`src/rtl/rxf_pkg.sv`:
```
package rxf_pkg;

    localparam int ADDR_BYTES = 6;
    localparam int ADDR_BITS  = ADDR_BYTES * 8;
    localparam int NUM_SLOTS  = 2;
    localparam int HASH_BITS  = 6;
    localparam int TBL_SIZE   = 1 << HASH_BITS;
    localparam int NUM_SLICES = ADDR_BITS / HASH_BITS;
    localparam int CTRL_W     = 4;
    localparam int CFG_AW     = 3;
    localparam int CFG_DW     = 32;

    // control bit positions (slot enables occupy bits 0..NUM_SLOTS-1)
    localparam int CB_HASH_IND = 2;
    localparam int CB_BCAST    = 3;

    // word offsets
    localparam logic [CFG_AW-1:0] OFF_CTRL   = 3'd0;
    localparam logic [CFG_AW-1:0] OFF_SLOT   = 3'd1;
    localparam logic [CFG_AW-1:0] OFF_GRP_LO = 3'd5;
    localparam logic [CFG_AW-1:0] OFF_GRP_HI = 3'd6;

    typedef struct packed {
        logic [CTRL_W-1:0]                   ctrl;
        logic [NUM_SLOTS-1:0][ADDR_BITS-1:0] slot;
        logic [TBL_SIZE-1:0]                 grp;
    } cfg_t;

    function automatic logic [HASH_BITS-1:0] fold_hash(input logic [ADDR_BITS-1:0] a);
        logic [HASH_BITS-1:0] h;
        h = '0;
        for (int s = 0; s < NUM_SLICES; s++) begin
            h = h ^ a[s*HASH_BITS +: HASH_BITS];
        end
        return h;
    endfunction

endpackage

```
`src/rtl/rxf_cfg_regs.sv`:
```
module rxf_cfg_regs
    import rxf_pkg::*;
(
    input  logic              clk,
    input  logic              rst_n,
    input  logic              cfg_we,
    input  logic [CFG_AW-1:0] cfg_addr,
    input  logic [CFG_DW-1:0] cfg_wdata,
    input  logic              frame_start,
    output cfg_t              snap
);

    typedef struct packed {
        cfg_t shadow;
        cfg_t snap;
    } regs_t;

    regs_t regs_d, regs_q;

    always_comb begin
        regs_d = regs_q;
        if (frame_start) begin
            regs_d.snap = regs_q.shadow;
        end
        if (cfg_we) begin
            if (cfg_addr == OFF_CTRL) begin
                regs_d.shadow.ctrl = cfg_wdata[CTRL_W-1:0];
            end
            if (cfg_addr == OFF_GRP_LO) begin
                regs_d.shadow.grp[TBL_SIZE/2-1:0] = cfg_wdata;
            end
            if (cfg_addr == OFF_GRP_HI) begin
                regs_d.shadow.grp[TBL_SIZE-1:TBL_SIZE/2] = cfg_wdata;
            end
            for (int k = 0; k < NUM_SLOTS; k++) begin
                if (cfg_addr == OFF_SLOT + CFG_AW'(2*k)) begin
                    regs_d.shadow.slot[k][31:0] = cfg_wdata;
                end
                if (cfg_addr == OFF_SLOT + CFG_AW'(2*k+1)) begin
                    regs_d.shadow.slot[k][ADDR_BITS-1:32] = cfg_wdata[ADDR_BITS-33:0];
                end
            end
        end
    end

    always_ff @(posedge clk or negedge rst_n) begin
        if (!rst_n) begin
            regs_q <= '0;
        end else begin
            regs_q <= regs_d;
        end
    end

    assign snap = regs_q.snap;

    // the per-frame copy only moves on a start-of-frame byte
    a_r9_snap_holds: assert property (@(posedge clk) disable iff (!rst_n)
        !frame_start |=> $stable(regs_q.snap));

    // the spare offset has no effect on the stored configuration
    a_r10_spare_offset: assert property (@(posedge clk) disable iff (!rst_n)
        (cfg_we && cfg_addr == 3'd7) |=> $stable(regs_q.shadow));

endmodule

```
`src/rtl/rxf_da_capture.sv`:
```
module rxf_da_capture
    import rxf_pkg::*;
#(
    parameter int MIN_LEN = 12
) (
    input  logic                 clk,
    input  logic                 rst_n,
    input  logic                 rx_valid,
    input  logic                 rx_sof,
    input  logic                 rx_eof,
    input  logic [7:0]           rx_data,
    output logic [ADDR_BITS-1:0] da,
    output logic                 fire,
    output logic                 len_ok
);

    localparam int CNT_W = $clog2(MIN_LEN + 1);

    typedef struct packed {
        logic                 open;
        logic                 done;
        logic [CNT_W-1:0]     cnt;
        logic [ADDR_BITS-1:0] da;
    } cap_t;

    cap_t cap_d, cap_q;

    always_comb begin
        cap_d  = cap_q;
        fire   = 1'b0;
        len_ok = 1'b0;
        if (rx_valid) begin
            if (rx_sof) begin
                cap_d.open     = !rx_eof;
                cap_d.done     = rx_eof;
                cap_d.cnt      = CNT_W'(1);
                cap_d.da[7:0]  = rx_data;
                fire           = rx_eof;
            end else if (cap_q.open) begin
                if (!cap_q.done) begin
                    cap_d.cnt = cap_q.cnt + 1'b1;
                    for (int b = 1; b < ADDR_BYTES; b++) begin
                        if (cap_q.cnt == CNT_W'(b)) begin
                            cap_d.da[b*8 +: 8] = rx_data;
                        end
                    end
                    if (cap_q.cnt == CNT_W'(MIN_LEN - 1)) begin
                        fire       = 1'b1;
                        len_ok     = 1'b1;
                        cap_d.done = 1'b1;
                    end else if (rx_eof) begin
                        fire       = 1'b1;
                        cap_d.done = 1'b1;
                    end
                end
                if (rx_eof) begin
                    cap_d.open = 1'b0;
                end
            end
        end
    end

    always_ff @(posedge clk or negedge rst_n) begin
        if (!rst_n) begin
            cap_q <= '0;
        end else begin
            cap_q <= cap_d;
        end
    end

    assign da = cap_q.da;

    // once judged, a frame produces no further verdict
    a_r7_single_verdict: assert property (@(posedge clk) disable iff (!rst_n)
        (cap_q.done && !(rx_valid && rx_sof)) |-> !fire);

    // a verdict without full length can only come from a last byte
    a_r6_short_on_eof: assert property (@(posedge clk) disable iff (!rst_n)
        (fire && !len_ok) |-> (rx_valid && rx_eof));

endmodule

```
`src/rtl/rxf_addr_match.sv`:
```
module rxf_addr_match
    import rxf_pkg::*;
(
    input  cfg_t                 cfg,
    input  logic [ADDR_BITS-1:0] da,
    output logic [NUM_SLOTS-1:0] slot_hit,
    output logic                 bcast_hit,
    output logic                 hash_hit,
    output logic                 hit
);

    logic [HASH_BITS-1:0] idx;
    logic                 hash_allowed;

    for (genvar k = 0; k < NUM_SLOTS; k++) begin : g_slot
        assign slot_hit[k] = cfg.ctrl[k] && (da == cfg.slot[k]);
    end

    always_comb begin
        idx          = fold_hash(da);
        hash_allowed = da[0] || cfg.ctrl[CB_HASH_IND];
        hash_hit     = hash_allowed && cfg.grp[idx];
        bcast_hit    = cfg.ctrl[CB_BCAST] && (&da);
        hit          = (|slot_hit) || bcast_hit || hash_hit;
    end

endmodule

```
`src/rtl/rx_dest_filter.sv`:
```
module rx_dest_filter
    import rxf_pkg::*;
#(
    parameter int MIN_LEN = 12
) (
    input  logic              clk,
    input  logic              rst_n,
    input  logic              cfg_we,
    input  logic [CFG_AW-1:0] cfg_addr,
    input  logic [CFG_DW-1:0] cfg_wdata,
    input  logic              rx_valid,
    input  logic              rx_sof,
    input  logic              rx_eof,
    input  logic [7:0]        rx_data,
    output logic              vrd_valid,
    output logic              vrd_accept
);

    typedef struct packed {
        logic valid;
        logic accept;
    } vrd_t;

    logic                 frame_start;
    cfg_t                 snap;
    logic [ADDR_BITS-1:0] da;
    logic                 fire;
    logic                 len_ok;
    logic [NUM_SLOTS-1:0] slot_hit;
    logic                 bcast_hit;
    logic                 hash_hit;
    logic                 hit;
    vrd_t                 vrd_d, vrd_q;

    assign frame_start = rx_valid && rx_sof;

    rxf_cfg_regs u_regs (
        .clk         (clk),
        .rst_n       (rst_n),
        .cfg_we      (cfg_we),
        .cfg_addr    (cfg_addr),
        .cfg_wdata   (cfg_wdata),
        .frame_start (frame_start),
        .snap        (snap)
    );

    rxf_da_capture #(.MIN_LEN(MIN_LEN)) u_cap (
        .clk      (clk),
        .rst_n    (rst_n),
        .rx_valid (rx_valid),
        .rx_sof   (rx_sof),
        .rx_eof   (rx_eof),
        .rx_data  (rx_data),
        .da       (da),
        .fire     (fire),
        .len_ok   (len_ok)
    );

    rxf_addr_match u_match (
        .cfg       (snap),
        .da        (da),
        .slot_hit  (slot_hit),
        .bcast_hit (bcast_hit),
        .hash_hit  (hash_hit),
        .hit       (hit)
    );

    always_comb begin
        vrd_d       = vrd_q;
        vrd_d.valid = fire;
        if (frame_start) begin
            vrd_d.accept = 1'b0;
        end
        if (fire) begin
            vrd_d.accept = len_ok && hit;
        end
    end

    always_ff @(posedge clk or negedge rst_n) begin
        if (!rst_n) begin
            vrd_q <= '0;
        end else begin
            vrd_q <= vrd_d;
        end
    end

    assign vrd_valid  = vrd_q.valid;
    assign vrd_accept = vrd_q.accept;

    // held verdict only moves at a strobe or a frame start
    a_r8_hold: assert property (@(posedge clk) disable iff (!rst_n)
        (!fire && !frame_start) |=> $stable(vrd_accept));

    // a frame start clears the held verdict
    a_r8_sof_clears: assert property (@(posedge clk) disable iff (!rst_n)
        frame_start |=> !vrd_accept);

    // enabled broadcast always matches the all-ones address
    a_r3_bcast: assert property (@(posedge clk) disable iff (!rst_n)
        (snap.ctrl[CB_BCAST] && (&da)) |-> hit);

    // enabled slot 0 always matches its own address
    a_r1_slot0: assert property (@(posedge clk) disable iff (!rst_n)
        (snap.ctrl[0] && da == snap.slot[0]) |-> slot_hit[0]);

    // individual addresses never hash while individual hashing is off
    a_r5_no_ind_hash: assert property (@(posedge clk) disable iff (!rst_n)
        (!da[0] && !snap.ctrl[CB_HASH_IND]) |-> !hash_hit);

endmodule

```
`config.mk`:
```
export PLATFORM = sky130hd
export DESIGN_NAME = rx_dest_filter
export DESIGN_NICKNAME = d
export VERILOG_FILES = /design/src/rtl/rxf_pkg.sv /design/src/rtl/rxf_cfg_regs.sv /design/src/rtl/rxf_da_capture.sv /design/src/rtl/rxf_addr_match.sv /design/src/rtl/rx_dest_filter.sv
export SDC_FILE = /design/constraint.sdc
export NUM_CORES = 1
export LEC_CHECK = 0
export ABC_CLOCK_PERIOD_IN_PS = 3100
export BUFFER_PORTS_ARGS = -buffer_cell sky130_fd_sc_hd__buf_2
export CAP_MARGIN = 40
export CORE_ASPECT_RATIO = 0.75
export CORE_MARGIN = 3
export CORE_UTILIZATION = 60
export CTS_BUF_LIST = sky130_fd_sc_hd__clkbuf_4
export CTS_CLUSTER_DIAMETER = 80
export DETAILED_ROUTE_END_ITERATION = 8
export PLACE_DENSITY_LB_ADDON = 0.12
export SLEW_MARGIN = 20
export SYNTH_ARGS = -nofsm -noshare
export SYNTH_HDL_FRONTEND = slang
export SYNTH_SLANG_ARGS = --single-unit
```
`constraint.sdc`:
```
create_clock -name clk -period 3.1 [get_ports clk]
set_input_delay 0.31 -clock clk [delete_from_list [all_inputs] [get_ports clk]]
set_output_delay 0.31 -clock clk [all_outputs]
set_load 0.1 [all_outputs]
```
; ---- After elaboration in Yosys (flattened, before gate mapping)
; Index checks and enable logic that the tools add are counted.
[totals]
elab_cells = 102
ramBits = 0
register_bits = 384
romBits = 0
inputBits = 49
out_inout_bits = 2
memories = 0
latch_bits = 0
[classes]
n_mux = 24
n_div = 0
shift = 0
n_lt_le_gt_ge = 1
eq_ne = 15
n_mul = 0
bitwise_logic = 9
add_sub_neg = 1
n_reduce_logical = 30
[op_table]
columns = cell, n
row1 = $eq A48 B48 Y1, 2
row2 = $reduce_and A48 Y1, 1
row3 = $mux W46, 1
row4 = $mux W45, 1
row5 = $xor A6 B6 Y6, 7
row6 = $mux W8, 5
row7 = $reduce_and A5 Y1, 5
row8 = $reduce_and A2 Y1, 9
row9 = $mux W1, 15
row10 = $eq A3 B3 Y1 const B, 3
row11 = $eq A4 B2 Y1 const B, 2
row12 = $eq A4 B3 Y1 const B, 2
row13 = $lt A6 B7 Y1 const B, 1
row14 = $bmux W1 S6, 1
row15 = $eq A3 B2 Y1 const B, 2
row16 = $logic_and A1 B1 Y1, 6
row17 = $mux W6, 1
row18 = $add A4 B1 Y4 const B, 1
row19 = $eq A4 B1 Y1 const B, 1
row20 = $eq A4 B4 Y1 const B, 1
row21 = $reduce_bool A2 Y1, 2
row22 = $eq A3 B1 Y1 const B, 1
row23 = $logic_not A3 Y1, 1
row24 = $logic_or A1 B1 Y1, 3
row25 = 5 further kinds, 6

; ---- Longest topological paths before layout
; Gate-level depths: netlist of the first run.
[logic_depth]
depth_word = 13
mapped_depth = 10
mapped_depth_nobuf = 8

; ---- Modules after synthesis
; A second synthesis of the first run with hierarchy kept.
[hier_totals]
hier_cells = 1320
hier_area_um2 = 18243.7
[by_module_without_submodules]
columns = mod, area_each_um2, seq_area_each_um2, n_inst, cells_per_inst
row1 = rxf_cfg_regs, 13394.1, 8207.9, 1, 863
row2 = rxf_da_capture, 2602.5, 1351.3, 1, 191
row3 = rxf_addr_match, 2168.3, 0.0, 1, 260
row4 = rx_dest_filter, 78.8, 50.0, 1, 6

; ---- Worst setup path before layout of the first run
; OpenSTA, ideal clock, no wires.
[synth_path]
kind = register -> register
from = register u_cap.cap_q (netlist bit u_cap.da[36])
to = register vrd_q (netlist bit vrd_accept)
path_slack_ns = 0.627
required_time_ns = 2.971
path_buffers = 1
path_stages_with_launch = 9
setup_ns = 0.129
synth_period_minus_slack_ns = 2.473
t_arrival_ns = 2.344
cell_sequence = dfrtp_1 -> xor2_1 -> xnor2_1 -> xnor2_2 -> buf_6 -> mux4_1 -> mux2_2 -> a211oi_1 -> o41ai_1
[synth_between]
elab_chain_cells = 8
word_cells_on_any_way = 16
classes_between = eq/ne: 2 / mux: 3 / bitwise: 2 / reduce/logical: 9
[synth_lines]
columns = element, line_no
row1 = "start, declared", rxf_da_capture.sv:26  ; cap_t cap_d, cap_q;
row2 = "start signal, assigned", rxf_da_capture.sv:67  ; cap_q <= cap_d;
row3 = $xor A6 B6 Y6 (2 in series), rxf_pkg.sv:33  ; h = h ^ a[s*HASH_BITS +: HASH_BITS];
row4 = $bmux W1 S6, rxf_addr_match.sv:22  ; hash_hit = hash_allowed && cfg.grp[idx];
row5 = $mux W1 (not written as such), rxf_addr_match.sv:22
row6 = $logic_and A1 B1 Y1, rxf_addr_match.sv:22
row7 = $logic_or A1 B1 Y1 *, rxf_addr_match.sv:24  ; hit = (|slot_hit) || bcast_hit || hash_hit;
row8 = $logic_and A1 B1 Y1 *, rx_dest_filter.sv:75  ; vrd_d.accept = len_ok && hit;
row9 = $mux W1 *, rx_dest_filter.sv:74  ; if (fire) begin
row10 = "end signal, assigned", rx_dest_filter.sv:83  ; vrd_q <= vrd_d;
row11 = "end, declared", rx_dest_filter.sv:33  ; vrd_t vrd_d, vrd_q;
; Mark *: on every way between the ends. The rest lies on a longest branch, timed or not. The select of a mux whose other input is x is not followed.
; A chain may end at the register's enable or synchronous reset.

; ---- Worst setup path after layout of the first run
[layout_path]
from = register u_cap.cap_q (netlist bit u_cap.da[24])
to = register vrd_q (netlist bit vrd_accept)
[layout_between]
elab_chain_cells = 10
word_cells_on_any_way = 18
classes_between = eq/ne: 2 / mux: 3 / bitwise: 4 / reduce/logical: 9
[layout_lines]
columns = element, line_no
row1 = $xor A6 B6 Y6 (4 in series), rxf_pkg.sv:33
row2 = $bmux W1 S6, rxf_addr_match.sv:22
row3 = $mux W1 (not written as such), rxf_addr_match.sv:22
row4 = $logic_and A1 B1 Y1, rxf_addr_match.sv:22
row5 = $logic_or A1 B1 Y1 *, rxf_addr_match.sv:24
row6 = $logic_and A1 B1 Y1 *, rx_dest_filter.sv:75
row7 = $mux W1 *, rx_dest_filter.sv:74
; Marks and branches as above.

==> results of run 1 <==
[power groups by stage]
stage / combinational [W] / clock, W / sequential (W)
floorplan: 0.00389 / 0 / 0.00680
global placement: 0.00471 / 0 / 0.00723
detailed placement: 0.00484 / 0 / 0.00725
CTS: 0.00492 / 0.00419 / 0.00717
global route: 0.00543 / 0.00448 / 0.00733
finish: 0.00496 / 0.00409 / 0.00721
[logic make-up after synthesis]
| family | count (synthesis) | share of synthesized area |
|---|---|---|
| buffers and inverters | 88 | 0.02196 |
| AND/OR/NAND/NOR | 595 | 0.1452 |
| AO/OA/AOI/OAI | 37 | 0.01502 |
| flip-flops | 384 | 0.5795 |
| adder cells (fa/ha/maj) | 4 | 0.003018 |
| XOR/XNOR | 128 | 0.06806 |
| multiplexers | 226 | 0.1672 |
[worst register-to-register path: stages (launching register included)]
cell,delay (ns)
dfrtp_1,0.45
xnor2_1,0.37
xnor2_1,0.16
xnor2_2,0.22
buf_4,0.28
mux4_1,0.60
mux2i_1,0.19
mux4_2,0.27
o21a_1,0.11
o41ai_1,0.06
[through the flow]
step           hold slack [ns]    util  std cells  total power, W  instance area, um2
2_1_floorplan          0.01441       -       1462         0.01069               16580
3_3_place_gp            0.2891  0.6369       1811         0.01194               17240
3_5_place_dp            0.2854  0.6369       1811         0.01209               17240
4_1_cts               0.003120  0.6963       2022         0.01629               18850
5_1_grt                0.02143  0.6972       2025         0.01723               18870
6_report                0.1054  0.6972       2025         0.01627               18870
[cell type report]
class,instances,area share
clock buffers,134,0.05331
flip-flops and latches,384,0.5092
diodes,1,0.0001326
well taps,351,0.02327
repair buffers,117,0.05059
clock inverters,33,0.008553
multi-input cells,990,0.3519
inverters,15,0.002984
[Yosys cell counts (all sizes together)]
cell type,n,area [um2]
o21a,1,7.510
o2111ai,3,26.28
nand4b,3,26.28
xnor2,74,655.6
nand2,515,1933
o2111a,1,11.26
nand3,5,25.02
inv,15,56.30
clkbuf,70,274.0
ha,4,50.05
o22ai,4,25.02
o41ai,1,8.760
a22o,1,8.760
buf,3,33.78
nor3b,2,15.01
or2,1,6.260
o41a,1,11.26
o21ai,14,70.07
xor2,54,473.0
mux2i,7,70.07
nor4,18,112.6
a31oi,1,6.260
dfrtp,384,9609
mux4,17,427.9
nor2,9,33.78
nand2b,9,56.30
mux2,202,2275
a211oi,1,7.510
a2111oi,1,8.760
a222oi,2,20.02
a21oi,4,20.02
o22a,2,17.52
and2,4,25.02
nor3,5,25.02
nand4,24,150.1
[worst paths after layout]
| check | end | slack (ns) | startpoint | cells past startpoint |
|---|---|---|---|---|
| worst max-delay path | vrd_accept$_DFFE_PN0P_ | 0.29 | u_cap.da[24]$_DFFE_PN0P_ | 9 |
| worst min-delay path | u_regs.regs_q[310]$_DFFE_PN0P_ | 0.11 | cfg_wdata[2] | 2 |
| worst max register to register | vrd_accept$_DFFE_PN0P_ | 0.29 | u_cap.da[24]$_DFFE_PN0P_ | 9 |
| worst min register to register | u_regs.snap[140]$_DFFE_PN0P_ | 0.46 | u_regs.regs_q[304]$_DFFE_PN0P_ | 2 |
| max in group asynchronous | u_regs.regs_q[255]$_DFFE_PN0P_ | 2.10 | rst_n | 3 |
| min in group asynchronous | u_regs.regs_q[222]$_DFFE_PN0P_ | 0.12 | rst_n | 2 |
[what timing repair did]
| action | 4_1_cts | 5_1_grt |
|---|---|---|
| hold buffers | 44 | 1 |
| endpoints found under the hold margin | 535 | 5 |
| buffers inserted | 0 | 0 |
[routing by layer]
| metal | track usage | share of wire | vias up |
|---|---|---|---|
| li1 | - | - | 5180 |
| met1 | 0.4928 | 0.49 | 5764 |
| met2 | 0.4162 | 0.42 | 397 |
| met3 | 0.08575 | 0.083 | 56 |
| met4 | 0.07390 | 0.015 | 0 |
| met5 | 0 | 0 | - |
[sequential cells by signal, indices dropped and copies added (netlist names)]
name / flops
u_regs.regs_q: 164
u_regs.snap: 164
u_cap.da: 48
u_cap.cap_q: 6
vrd_accept: 1
vrd_valid: 1
[cell usage in the layout (no fill, tap or decap), drive strengths merged, types with 2 or more instances in the layout]
master	instances
o22a	2
mux2i	7
a21oi	4
nand3	5
inv	19
o22ai	4
nand4	24
mux2	202
clkinv	28
ha	4
mux4	17
nand2b	9
nand2	515
buf	72
xnor2	74
clkbuf	134
nor2	9
o21ai	14
nor3b	2
xor2	54
nand4b	3
a222oi	2
nor3	5
nor4	18
o2111ai	3
dlygate4sd3	45
dfrtp	384
and2	4
==> out/metrics.csv, run 1 <==
stage,metric,value,unit
die,rows,52,
route,vias,11397,
pwr,internal_power,0.01083,W
sta,period_needed,2.811,ns
die,start_util,0.6127,
placement,place_hpwl,29260,um
status,status,"finished, final reports clean",
die,die-area,0.02969,mm2
logic_synthesis,ys_types,39,
clock_network,cts_buffer_depth,3,
final_layout,drive_gt1_frac,0.2558,
sta,fin_worst_skew,0.04402,ns
worst_setup_path,critPathLaunchType,flip-flop,
pwr,switching_share,0.3344,
pwr,ir_worst_vdd,474.5,uV
logic_synthesis,synth_area_per_cell,11.34,um2
die,die_w,198.0,um
worst_setup_path,critical_path.top_delay_family,multiplexers,
logic_synthesis,seq_area_frac_synth,0.5795,
final_layout,n_fill_cell,2022,
global_routing,grt_start_max_net_pins,182,
final_layout,nNetsFinal,1653,
worst_hold_path,min_path_type,input port to flip-flop,
worst_setup_path,crit_path_max_incr_delay,0.60,ns
pwr,p_leak,9.243,nW
pwr,switchingPower,0.005440,W
clock_network,cts_resized,0,
logic_synthesis,netlist_area,0.01658,mm2
die,ioPinCount,51,
sta,drv_slew,0,
placement,preCtsSetupSlack,0.2307,ns
clock_network,clk_pin_slew,0.07,ns
clock_network,cts_tree,yes,
sta,fin_setup_tns,0,ns
job,cap_viol_max_count,0,
sta,worst_slack,0.2892,ns
clock_network,htree_levels,3,
pwr,powerDensity,861.9,mW/mm2
route,detail_route.wirelength,43800,um
clock_network,cts-root-buf,clkbuf_4,
clock_network,cts-buffers-inserted,92,
logic_synthesis,postSynthCellCount,1462,
worst_setup_path,crit_path_max_fanout,14,
worst_setup_path,path_cells,"xnor2_1, xnor2_1, xnor2_2, buf_4, mux4_1, mux2i_1, mux4_2, o21a_1, o41ai_1",
route,drc_errors,0,
sta,fmax,355.8,MHz
sta,worst_pin_slew,1.023,ns
worst_setup_path,crit_arrival,3.42,ns
pwr,power.share.clock,0.252,
global_routing,grt_pass1_wl,67870,um
route,drt_iter0_markers,864,
route,antenna_left,0,
worst_setup_path,critPathCaptureType,flip-flop,
global_routing,grt.overflow.total,0,
sta,hold_viol,0,
sta,slew_headroom,0.3181,
die,fp.dieH,150.0,um
pwr,p_seq_frac,0.443,
final_layout,areaGrowthSynthToFinish,13.80,%
worst_setup_path,worst-path-buf-inv,1,
logic_synthesis,synth-seq-cells,384,
route,first_pass_iters,5,
placement,io_buffers,50,
sta,rsz0062_at_grt,false,
worst_setup_path,critical-path-slowest-cell,mux4_1,
final_layout,seq_area,0.009609,mm2
logic_synthesis,yosysWarningCount,0,
worst_setup_path,required,3.71,ns
route,wl_per_cell,21.63,um
placement,gp_congestion,0.9486,
clock_network,cts.sinks,384,
global_routing,antenna_found_initial,1,
global_routing,grt_pass1_vias,11267,
final_layout,multiInputGateArea,0.006641,mm2
global_routing,grt.total_usage,0.3080,
clock_network,clk_latency,0.74,ns
worst_setup_path,cpMostUsedCell,xnor2_1,
die,core-area,0.02707,mm2
worst_setup_path,worstSetupPathType,flip-flop to flip-flop,
logic_synthesis,syn-num-nets,1515,
sta,timing.final.crit_share,0.9067,
sta,setup_viol,0,
route,routed_via_density,5.628,
pwr,combPwrFrac,0.305,
(Power assumes the default switching activity.)
==> run 2: changes to the inputs <==
--- a/config.mk
+++ b/config.mk
@@ -5,7 +5,7 @@
 export SDC_FILE = /design/constraint.sdc
 export NUM_CORES = 1
 export LEC_CHECK = 0
-export ABC_CLOCK_PERIOD_IN_PS = 3100
+export ABC_CLOCK_PERIOD_IN_PS = 3300
 export BUFFER_PORTS_ARGS = -buffer_cell sky130_fd_sc_hd__buf_2
 export CAP_MARGIN = 40
 export CORE_ASPECT_RATIO = 0.75
@@ -14,7 +14,7 @@
 export CTS_BUF_LIST = sky130_fd_sc_hd__clkbuf_4
 export CTS_CLUSTER_DIAMETER = 80
 export DETAILED_ROUTE_END_ITERATION = 8
-export PLACE_DENSITY_LB_ADDON = 0.12
+export PLACE_DENSITY = 0.76
 export SLEW_MARGIN = 20
 export SYNTH_ARGS = -nofsm -noshare
 export SYNTH_HDL_FRONTEND = slang
==> constraint.sdc (replaced) <==
create_clock -name clk -period 3.3 [get_ports clk]
set_input_delay 0.33 -clock clk [delete_from_list [all_inputs] [get_ports clk]]
set_output_delay 0.33 -clock clk [all_outputs]
set_load 0.1 [all_outputs]
==> run 2 against run 1 <==
Compared with the run above: sequential cell count unchanged; cell count decreased by 0.79%; sequential share of layout area increased by 0.25 points; count of clock-buffer cells in the layout decreased by 6; combinational power decreased by 4.4%; wire length increased by 3.5%; first-iteration DRC count increased by 14%; global-route usage increased by 0.75 points; worst setup slack got worse by 0.057 ns; sequential power decreased by 5.4%.
==> out/metrics.csv, run 2 (same netlist as run 1, synthesis figures left out) <==
stage,metric,value,unit,change
global_routing,grt_pass1_wl,68890,um,+1.5%
status,status,"finished, final reports clean",,
sta,worst_pin_slew,1.047,ns,+0.02381 ns
clock_network,cts-root-buf,clkbuf_4,,
global_routing,grt_start_max_net_pins,182,,unchanged
final_layout,areaGrowthSynthToFinish,13.24,%,
die,start_util,0.6127,,unchanged
final_layout,nNetsFinal,1656,,+0.18%
worst_setup_path,r2r-start,u_cap.da[36]$_DFFE_PN0P_,,
worst_setup_path,critPathCaptureType,flip-flop,,
route,vias,11534,,+1.2%
route,drc_errors,0,,unchanged
final_layout,multiInputGateArea,0.006641,mm2,unchanged
route,antenna_left,0,,unchanged
clock_network,cts_resized,0,,unchanged
worst_setup_path,reg2reg_to,vrd_accept$_DFFE_PN0P_,,
worst_hold_path,hold_path_startpoint,cfg_addr[0],,
route,detail_route.wirelength,45330,um,+3.5%
final_layout,finalInstanceArea,0.01878,mm2,-0.49%
worst_hold_path,min_delay_path_depth,3,,+1
placement,place_area,0.01725,mm2,about the same
pwr,p_leak,9.189,nW,-0.59%
worst_setup_path,crit_path_max_fanout,8,,-6
sta,fin_setup_tns,0,ns,unchanged
final_layout,drive_gt1_frac,0.2571,,+0.001263
worst_setup_path,crit_arrival,3.69,ns,+0.27 ns
global_routing,grt_pass1_vias,11343,,+0.67%
placement,io_buffers,50,,unchanged
clock_network,cts_hold_buf,44,,unchanged
worst_setup_path,rr_worst_depth,8,,-1
worst_hold_path,min_path_type,input port to flip-flop,,
clock_network,cts-buffers-inserted,92,,unchanged
worst_setup_path,critical_path.top_delay_family,XOR/XNOR gates,,
worst_setup_path,path_depth,8,,-1
sta,drv_slew,0,,unchanged
pwr,ir_worst_vdd,498.7,uV,+5.1%
route,first_pass_iters,5,,unchanged
sta,slew_headroom,0.3022,,-0.01587
worst_setup_path,r2r_slack,0.23,ns,-0.06 ns
clock_network,clk_pin_slew,0.07,ns,about the same
route,met2_length,19600,um,+7.7%
route,drt_iter0_markers,981,,+14%
worst_setup_path,cp-startpoint,u_cap.da[36]$_DFFE_PN0P_,,
pwr,powerDensity,809.7,mW/mm2,-6.1%
route,wl_per_cell,22.56,um,+4.3%
sta,fmax,326.0,MHz,-8.4%
global_routing,grt.overflow.total,0,,unchanged
global_routing,antenna_found_initial,2,,+1
worst_setup_path,path_cells,"xor2_1, xnor2_1, xnor2_2, buf_6, mux4_1, mux2_2, a211oi_1, o41ai_1",,
final_layout,seq_area,0.009609,mm2,unchanged
die,rows,52,,unchanged
sta,hold_viol,0,,unchanged
route,met3_length,3953,um,+8.4%
clock_network,clk_latency,0.77,ns,+0.03 ns
die,core-area,0.02707,mm2,unchanged
clock_network,cts.sinks,384,,unchanged
placement,gp_congestion,0.9669,,+1.9%
die,die_w,198.0,um,unchanged
job,cap_viol_max_count,0,,unchanged
sta,period_needed,3.068,ns,+0.2569 ns
sta,fin_worst_skew,0.03243,ns,-0.01159 ns
worst_setup_path,worst-path-buf-inv,1,,unchanged
sta,timing.final.crit_share,0.9296,,+0.02290
worst_setup_path,required,3.92,ns,+0.21 ns
final_layout,final_cell_mix,"514 x nand2_1, 384 x dfrtp_1, 202 x mux2_2",,
final_layout,final_common_cell,nand2_1,,
worst_setup_path,crit_path_max_incr_delay,0.58,ns,-0.02 ns
sta,rsz0062_at_grt,false,,
clock_network,cts_buffer_depth,3,,unchanged
worst_setup_path,critical-path-slowest-cell,xnor2_2,,
sta,setup_viol,0,,unchanged
global_routing,grt.total_usage,0.3155,,+0.007534
worst_hold_path,min_to,u_regs.regs_q[325]$_DFFE_PN0P_,,
placement,place_hpwl,30600,um,+4.6%
die,die-area,0.02969,mm2,unchanged
die,ioPinCount,51,,unchanged
clock_network,postCtsSetupBuffers,0,,unchanged
die,fp.dieH,150.0,um,unchanged
worst_setup_path,worstSetupPathType,flip-flop to flip-flop,,
final_layout,n_fill_cell,2038,,+0.79%
clock_network,cts_tree,yes,,
clock_network,htree_levels,3,,unchanged
route,highest_layer,met4,,
route,wl_met1,21200,um,-0.43%
route,routed_via_density,5.741,,+2.0%
worst_setup_path,critPathLaunchType,flip-flop,,
## run 2: changes by cell type in the layout (fill, tap and decap cells not counted)
cell        before  now
buf_6            1    2
inv_2            3    2
clkinv_1        26   12
buf_12           6    5
buf_4           15   18
inv_6            1    0
clkinvlp_4       0    3
bufinv_16        1    0
clkbuf_4       134  128
inv_8            0    1
## run 2: worst max path at each step
stage	end	slack, ns
CTS	vrd_accept$_DFFE_PN0P_	0.24
global route	vrd_accept$_DFFE_PN0P_	0.16
detailed placement	vrd_accept$_DFFE_PN0P_	0.26
global placement	vrd_accept$_DFFE_PN0P_	0.26
finish	vrd_accept$_DFFE_PN0P_	0.23
floorplan	vrd_accept$_DFFE_PN0P_	0.83
## run 2: worst min-delay path: cells and delay by family
kind / cells / cell delay [ns]
AND/OR/NAND/NOR: 1 / 0.14
buffers and inverters: 1 / 0.15
multiplexers: 1 / 0.25
## run 2: cell type report
type,instances,area share
sequential,384,0.5117
tap,351,0.02339
antenna,1,0.0001333
clock inverter,20,0.005330
inverter,15,0.002998
timing repair buffer,120,0.05157
clock buffer,128,0.05117
multi-input combinational,990,0.3537
## run 2: stage by stage
stage	hold slack (ns)	utilization	cells	total power, W	worst slack [ns]
floorplan	0.03441	-	1462	0.01004	0.8272
global placement	0.4119	0.6370	1813	0.01123	0.2603
detailed placement	0.4119	0.6374	1814	0.01147	0.2576
CTS	0.006625	0.6929	2006	0.01519	0.2446
global route	0.1076	0.6938	2009	0.01604	0.1578
finish	0.1315	0.6938	2009	0.01521	0.2323
## run 2: where the power goes
group	switching, W	internal [W]	leakage (nW)
Combinational	0.00222	0.00252	3.80
Sequential	0.00106	0.00575	4.76
Clock	0.00186	0.00178	0.631
Total	0.00515	0.0101	9.19
## run 2: layer usage
metal	vias to the layer above	track usage
met5	-	0
met4	0	0.07001
met3	52	0.08530
met2	458	0.4497
met1	5841	0.4883
li1	5183	-
